==> config.mk <==
export PLATFORM = sky130hd
export DESIGN_NAME = wo_issue_ctrl
export DESIGN_NICKNAME = d
export VERILOG_FILES = /design/src/rtl/wo_pkg.sv /design/src/rtl/wo_out_counter.sv /design/src/rtl/wo_fence_tracker.sv /design/src/rtl/wo_issue_gate.sv /design/src/rtl/wo_issue_ctrl.sv
export SDC_FILE = /design/constraint.sdc
export NUM_CORES = 1
export LEC_CHECK = 0
export ABC_AREA = 1
export CORE_AREA = 4 4 41 43
export CTS_CLUSTER_SIZE = 20
export DETAILED_ROUTE_END_ITERATION = 7
export DIE_AREA = 0 0 45 47
export DONT_BUFFER_PORTS = 1
export SLEW_MARGIN = 20
export SYNTH_ARGS = -nofsm -noshare
export SYNTH_HDL_FRONTEND = slang
export SYNTH_SLANG_ARGS = --single-unit
==> constraint.sdc <==
create_clock -name clk -period 4.9 [get_ports clk]
set_input_delay 0.98 -clock clk [delete_from_list [all_inputs] [get_ports clk]]
set_output_delay 0.98 -clock clk [all_outputs]
set_load 0.01 [all_outputs]
==> src/rtl/wo_pkg.sv <==
package wo_pkg;

    typedef enum logic {
        OP_DATA = 1'b0,
        OP_SYNC = 1'b1
    } op_kind_e;

    typedef struct packed {
        logic up;
        logic down;
    } cnt_step_t;

    function automatic int unsigned cnt_width(input int unsigned max_out);
        return (max_out < 1) ? 1 : $clog2(max_out + 1);
    endfunction

endpackage

==> src/rtl/wo_out_counter.sv <==
module wo_out_counter
    import wo_pkg::*;
#(
    parameter int unsigned MAX_OUT = 8,
    parameter int unsigned CNT_W   = 4
) (
    input  logic             clk,
    input  logic             rst,
    input  logic             issue,
    input  logic             done,
    output logic [CNT_W-1:0] count,
    output logic             at_max,
    output logic             is_zero,
    output logic             retire
);
    localparam logic [CNT_W-1:0] CMAX = CNT_W'(MAX_OUT);

    cnt_step_t step;

    assign is_zero = (count == '0);
    assign at_max  = (count == CMAX);
    assign retire  = done && !is_zero;

    always_comb begin
        step.up   = issue && !at_max;
        step.down = retire;
    end

    always_ff @(posedge clk) begin
        if (rst) begin
            count <= '0;
        end else begin
            unique case (step)
                2'b10:   count <= count + 1'b1;
                2'b01:   count <= count - 1'b1;
                default: count <= count;
            endcase
        end
    end
endmodule

==> src/rtl/wo_fence_tracker.sv <==
module wo_fence_tracker
    import wo_pkg::*;
(
    input  logic clk,
    input  logic rst,
    input  logic fence_issue,
    input  logic retire,
    output logic busy
);
    always_ff @(posedge clk) begin
        if (rst) begin
            busy <= 1'b0;
        end else if (fence_issue) begin
            busy <= 1'b1;
        end else if (retire) begin
            busy <= 1'b0;
        end
    end
endmodule

==> src/rtl/wo_issue_gate.sv <==
module wo_issue_gate
    import wo_pkg::*;
(
    input  logic     in_valid,
    input  op_kind_e kind,
    input  logic     fence_busy,
    input  logic     at_max,
    input  logic     is_zero,
    output logic     ready,
    output logic     fire,
    output logic     fence_fire
);
    always_comb begin
        ready = !fence_busy && !at_max;
        if (kind == OP_SYNC) begin
            ready = ready && is_zero;
        end
        fire       = in_valid && ready;
        fence_fire = fire && (kind == OP_SYNC);
    end
endmodule

==> src/rtl/wo_issue_ctrl.sv <==
module wo_issue_ctrl
    import wo_pkg::*;
#(
    parameter int unsigned MAX_OUT = 8,
    parameter int unsigned TAG_W   = 4
) (
    input  logic                         clk,
    input  logic                         rst,
    input  logic                         in_valid,
    input  logic                         in_kind,
    input  logic [TAG_W-1:0]             in_tag,
    output logic                         in_ready,
    output logic                         iss_valid,
    output logic                         iss_kind,
    output logic [TAG_W-1:0]             iss_tag,
    input  logic                         cmp_valid,
    output logic [$clog2(MAX_OUT+1)-1:0] pend_cnt
);
    localparam int unsigned CNT_W = $clog2(MAX_OUT + 1);

    op_kind_e kind;
    logic     fire;
    logic     fence_fire;
    logic     fence_busy;
    logic     at_max;
    logic     is_zero;
    logic     retire;

    assign kind = op_kind_e'(in_kind);

    wo_issue_gate u_gate (
        .in_valid   (in_valid),
        .kind       (kind),
        .fence_busy (fence_busy),
        .at_max     (at_max),
        .is_zero    (is_zero),
        .ready      (in_ready),
        .fire       (fire),
        .fence_fire (fence_fire)
    );

    wo_out_counter #(
        .MAX_OUT (MAX_OUT),
        .CNT_W   (CNT_W)
    ) u_cnt (
        .clk     (clk),
        .rst     (rst),
        .issue   (fire),
        .done    (cmp_valid),
        .count   (pend_cnt),
        .at_max  (at_max),
        .is_zero (is_zero),
        .retire  (retire)
    );

    wo_fence_tracker u_fence (
        .clk         (clk),
        .rst         (rst),
        .fence_issue (fence_fire),
        .retire      (retire),
        .busy        (fence_busy)
    );

    assign iss_valid = fire;
    assign iss_kind  = in_kind;
    assign iss_tag   = in_tag;
endmodule

* Word-level counts from Yosys, hierarchy flattened
Cells that the tools add are included.
** Storage, ports and cells
- Output and inout port bits :: 11
- Bits in registers :: 5
** Operators by class
- Muxes and demuxes :: 4
- Reductions and logical operators :: 12
- Equality and inequality tests :: 3
- $add $sub $neg :: 2
** Operators by type and width (number)
- $pmux W4 S2 :: 1
- $logic_and A1 B1 Y1 :: 6
- $add A4 B1 Y4 const B :: 1
- $eq A4 B4 Y1 const B :: 1
- $logic_not A4 Y1 :: 1
- $reduce_bool A2 Y1 :: 2
- $sub A4 B1 Y4 const B :: 1
- $logic_not A1 Y1 :: 3
- $mux W1 :: 3
- $eq A2 B1 Y1 const B :: 1
- $eq A2 B2 Y1 const B :: 1

* Depth between registers and ports, before layout
- Depth in word-level cells :: 9
- Gate-level depth with buffers :: 17
- Gate-level depth less buffers :: 17

* Modules after synthesis
Synthesis repeated with hierarchy kept, for this count alone.
** Unflattened totals
- Cell total of the unflattened synthesis :: 63
- Area, all modules :: 412.9 um^2
** Modules (own cells, without submodules)
- wo_out_counter :: times used 1, area each 294.0 um^2, cells each 44
- wo_issue_gate :: times used 1, area each 41.3 um^2, cells each 9
- wo_fence_tracker :: times used 1, area each 40.0 um^2, cells each 5
- wo_issue_ctrl :: times used 1, area each 37.5 um^2, cells each 5

* Worst setup path before layout
OpenSTA, ideal clock, no wires.
- Kind :: input to register
- Start :: input port in_kind
- End :: register u_cnt.count[3]
- Cell stages on the path :: 13
- Setup time :: 66 ps
- Path buffers :: 0
- Slack :: 2479 ps
- Arrival time :: 2355 ps
- Path through :: o21ai_2 > inv_2 > nor2_4 > nand2_2 > ha_1 > ha_1 > nand2_1 > nand2_1 > nor2_1 > nand2_1 > nand2_1 > nand2_1 > a21oi_2
** On the way
- Longest elaborated chain between the ends :: 5
- Elaborated cells on any way between the ends :: 7
- Classes of those cells :: eq/ne: 2; mux: 2; reduce/logical: 3
** RTL lines
- from (decl) :: RTL line wo_issue_ctrl.sv:10 : input logic in_kind,
- $mux W1 (*) :: RTL line wo_issue_gate.sv:15 : if (kind == OP_SYNC) begin
- via in_ready :: RTL line wo_issue_ctrl.sv:12 : output logic in_ready,
- $logic_and A1 B1 Y1 (*) :: RTL line wo_issue_gate.sv:18 : fire = in_valid && ready;
- $logic_and A1 B1 Y1 (*) :: RTL line wo_out_counter.sv:25 : step.up = issue && !at_max;
- $eq A2 B1 Y1 or $eq A2 B2 Y1 (tied branches) :: RTL line wo_out_counter.sv:33 : unique case (step)
- $pmux W4 S2 or $reduce_bool A2 Y1 (tied branches)
- to (signal assigned) :: RTL line wo_out_counter.sv:34 : 2'b10: count <= count + 1'b1;
- to (signal assigned) :: RTL line wo_out_counter.sv:35 : 2'b01: count <= count - 1'b1;
- to (signal assigned) :: RTL line wo_out_counter.sv:36 : default: count <= count;
- to (decl) :: RTL line wo_out_counter.sv:11 : output logic [CNT_W-1:0] count,
The timed path passes the listed nets; every way through them passes the cells marked *.
A chain may end at the register's enable or synchronous reset.

* Final worst setup path
- Start :: input port in_kind
- End :: output port iss_valid
** On the way
- Longest elaborated chain between the ends :: 2
** RTL lines
- $mux W1 :: RTL line wo_issue_gate.sv:15
- $logic_and A1 B1 Y1 :: RTL line wo_issue_gate.sv:18
- to (decl) :: RTL line wo_issue_ctrl.sv:13 : output logic iss_valid,
No other way between the ends.

==> impl_metrics.ini <==
[job]
maxCapViolations = 0

[finish]
fillerInstances = 164
drive_gt1_share_pct = 25.4
fin_cells = 78
nets = 77
postLayoutCellArea_um2 = 468
antenna_cells = 0
area_growth_pct = 1.63

[power_and_ir_drop]
power.density_nw_per_um2 = 757
peakVddDrop_v = 0.000261
p_leak_nw = 0.228

[detailed_routing]
first_pass_iters = 2
vias = 355
vias_per_cell = 4.55
ant_nets = 0
drtIter0Drc = 6
post_drt_wl_per_cell_um = 9.86
drt_wl_total_um = 769
drc = 0

[logic_synthesis]
yosysTopAreaCell = dfxtp_1
ys_seq_area_share_pct = 21.7
ys.flop_type = dfxtp_1
synth_cells = 64
synth.distinct_cells = 20
yosysWarnings = 0
syn_area_um2 = 460
synth.area.top_cells = dfxtp_1, nand2_1, buf_4
syn_nets = 77
postSynthAreaPerCell_um2 = 7.19
synth_top_area_share_pct = 21.7
synth_seq_cells = 5
yosysMostFrequentCell = nand2_1
synth_common_cells = nand2_1, inv_1, buf_4, dfxtp_1, nor2_1
synthArstFlopShare_pct = 0
synth_edf_count = 0

[clock_tree]
cts_buffer_depth = 2
clock_sinks = 5
cts_setup_buffers = 0
insertion_delay_ns = 0.24
cts_tree = built
cts_buffers = 3
clk_pin_slew_worst_paths_ns = 0.04
ctsResizeCount = 0
root_buffer = clkbuf_4
h-tree-depth = 1
holdBufCountCts = 0

[global_routing]
grt_max_degree = 6
antenna_found_initial = 0
grt_usage_pct = 8.54
grt_pass1_wl_um = 1230
overflow = 0
grt_pass1_vias = 302

[place]
portBuffers = 0
placed_cell_area_um2 = 442
globalplace.congestion = 0.709
dp_hpwl_um = 668
dpl.cell_count = 74

[critical_path]
slowest_stage = nor3_2
worstReg2RegStart = u_cnt.count[0]
criticalPathCategory = in -> out
worst-path-buf-inv = 1
end_kind = primary output
crit_required_ns = 3.92
worst_r2r_path_depth = 16
critPathMaxFanout = 3
crit_arrival_ns = 1.35
path_delay_family = simple AND/OR/NAND/NOR gates
ff2ff_setup_slack_ns = 2.64
timing.rr.end = u_cnt.count[3]
critPathMaxStageDelay_ns = 0.19
startpoint_type = input port
crit_chain = o21ai_2 > inv_2 > nor3_2

[worst_hold_path]
hold_end = u_fence.busy
hold_path_class = reg -> reg
hold_start = u_fence.busy
hold_path_depth = 2

[sta]
relSlewSlack_pct = 79.7
setup_viol = 0
skew_ns = 0.00248
max_freq_ghz = 0.429
tightestPinTransition_ns = 0.303
rsz0062_at_grt = no
finalSetupTns_ns = 0
post-route-period-util_pct = 47.5
timing.hold.ws_ns = 0.545
min_period_ns = 2.33
hold_viol = 0
slew_violations = 0

[die]
die_y_um = 47
coreArea_um2 = 1300
die_x_um = 45
pin_count = 20
initial_core_util_pct = 35.4
dieArea_um2 = 2120
num_rows = 13

[outcome]
outcome = completed
==> metal layers <==
metal	track usage, %	routed length (um)
met4	9.94	16
met2	14.1	389
met3	1.53	41
met5	0	0
met1	8.43	321
==> state kept, by name, summed over array words and instances, names as in the netlist <==
signal and flops:
u_cnt.count 4, u_fence.busy 1
==> placed cells by master, fill, tap and decap left out <==
master,count
nand2_1,12
inv_1,9
nor2_1,5
dfxtp_1,5
inv_2,4
nor2_4,3
a21oi_1,3
ha_1,3
clkbuf_4,3
nand2_2,2
xnor2_1,2
nand3_1,2
a21oi_2,2
o21ai_2,1
nor3_2,1
o21ai_0,1
a211oi_1,1
xor2_1,1
nand4_1,1
fa_1,1
clkbuf_1,1
==> logic make-up after synthesis <==
group / Yosys count / share of synthesized area [%]
compound gates: 8 / 11.7
flops: 5 / 21.7
buf+inv: 18 / 18.7
fa+ha+maj: 4 / 12.5
simple gates: 26 / 29.6
xor+xnor: 3 / 5.71
==> per-stage QoR <==
step                worst slack, ns  utilization [%]  total power, mW
detailed placement             2.34             33.9            0.311
global route                   2.47             36.0            0.397
floorplan                      2.48                -            0.281
global placement               2.35             33.9            0.312
CTS                            2.56             36.0            0.361
finish                         2.57             36.0            0.354
==> area by class of cell <==
class	instances	area (um2)	share of cell area [%]
inverters	13	48.8	10.4
multi-input cells	41	274	58.6
flip-flops and latches	5	100	21.4
clock buffers	4	26.3	5.61
well taps	15	18.8	4.01
==> worst register-to-register path, stage by stage (launching register included) <==
cell,delay (ns)
dfxtp_1,0.49
nor2_4,0.08
inv_2,0.08
nor2_1,0.05
o21ai_2,0.13
inv_2,0.06
nor2_4,0.12
nand2_2,0.06
ha_1,0.26
ha_1,0.36
nand2_1,0.10
nand2_1,0.05
nor2_1,0.09
nand2_1,0.05
nand2_1,0.05
nand2_1,0.06
a21oi_2,0.10
==> power by group <==
part | switching (mW) | internal, mW
combinational | 0.130 | 0.0886
sequential | 0.0320 | 0.0564
clock | 0.0164 | 0.0308
==> worst max path at each step <==
stage,from,endpoint,slack (ns),cells after the start
after floorplan,in_kind,u_cnt.count[3],2.48,13
after global placement,in_kind,u_cnt.count[3],2.35,13
after global routing,u_cnt.count[2],u_cnt.count[3],2.47,17
after detailed placement,in_kind,u_cnt.count[3],2.34,13
final,in_kind,iss_valid,2.57,3
after CTS,in_kind,iss_valid,2.56,3
(Power assumes the default switching activity.)
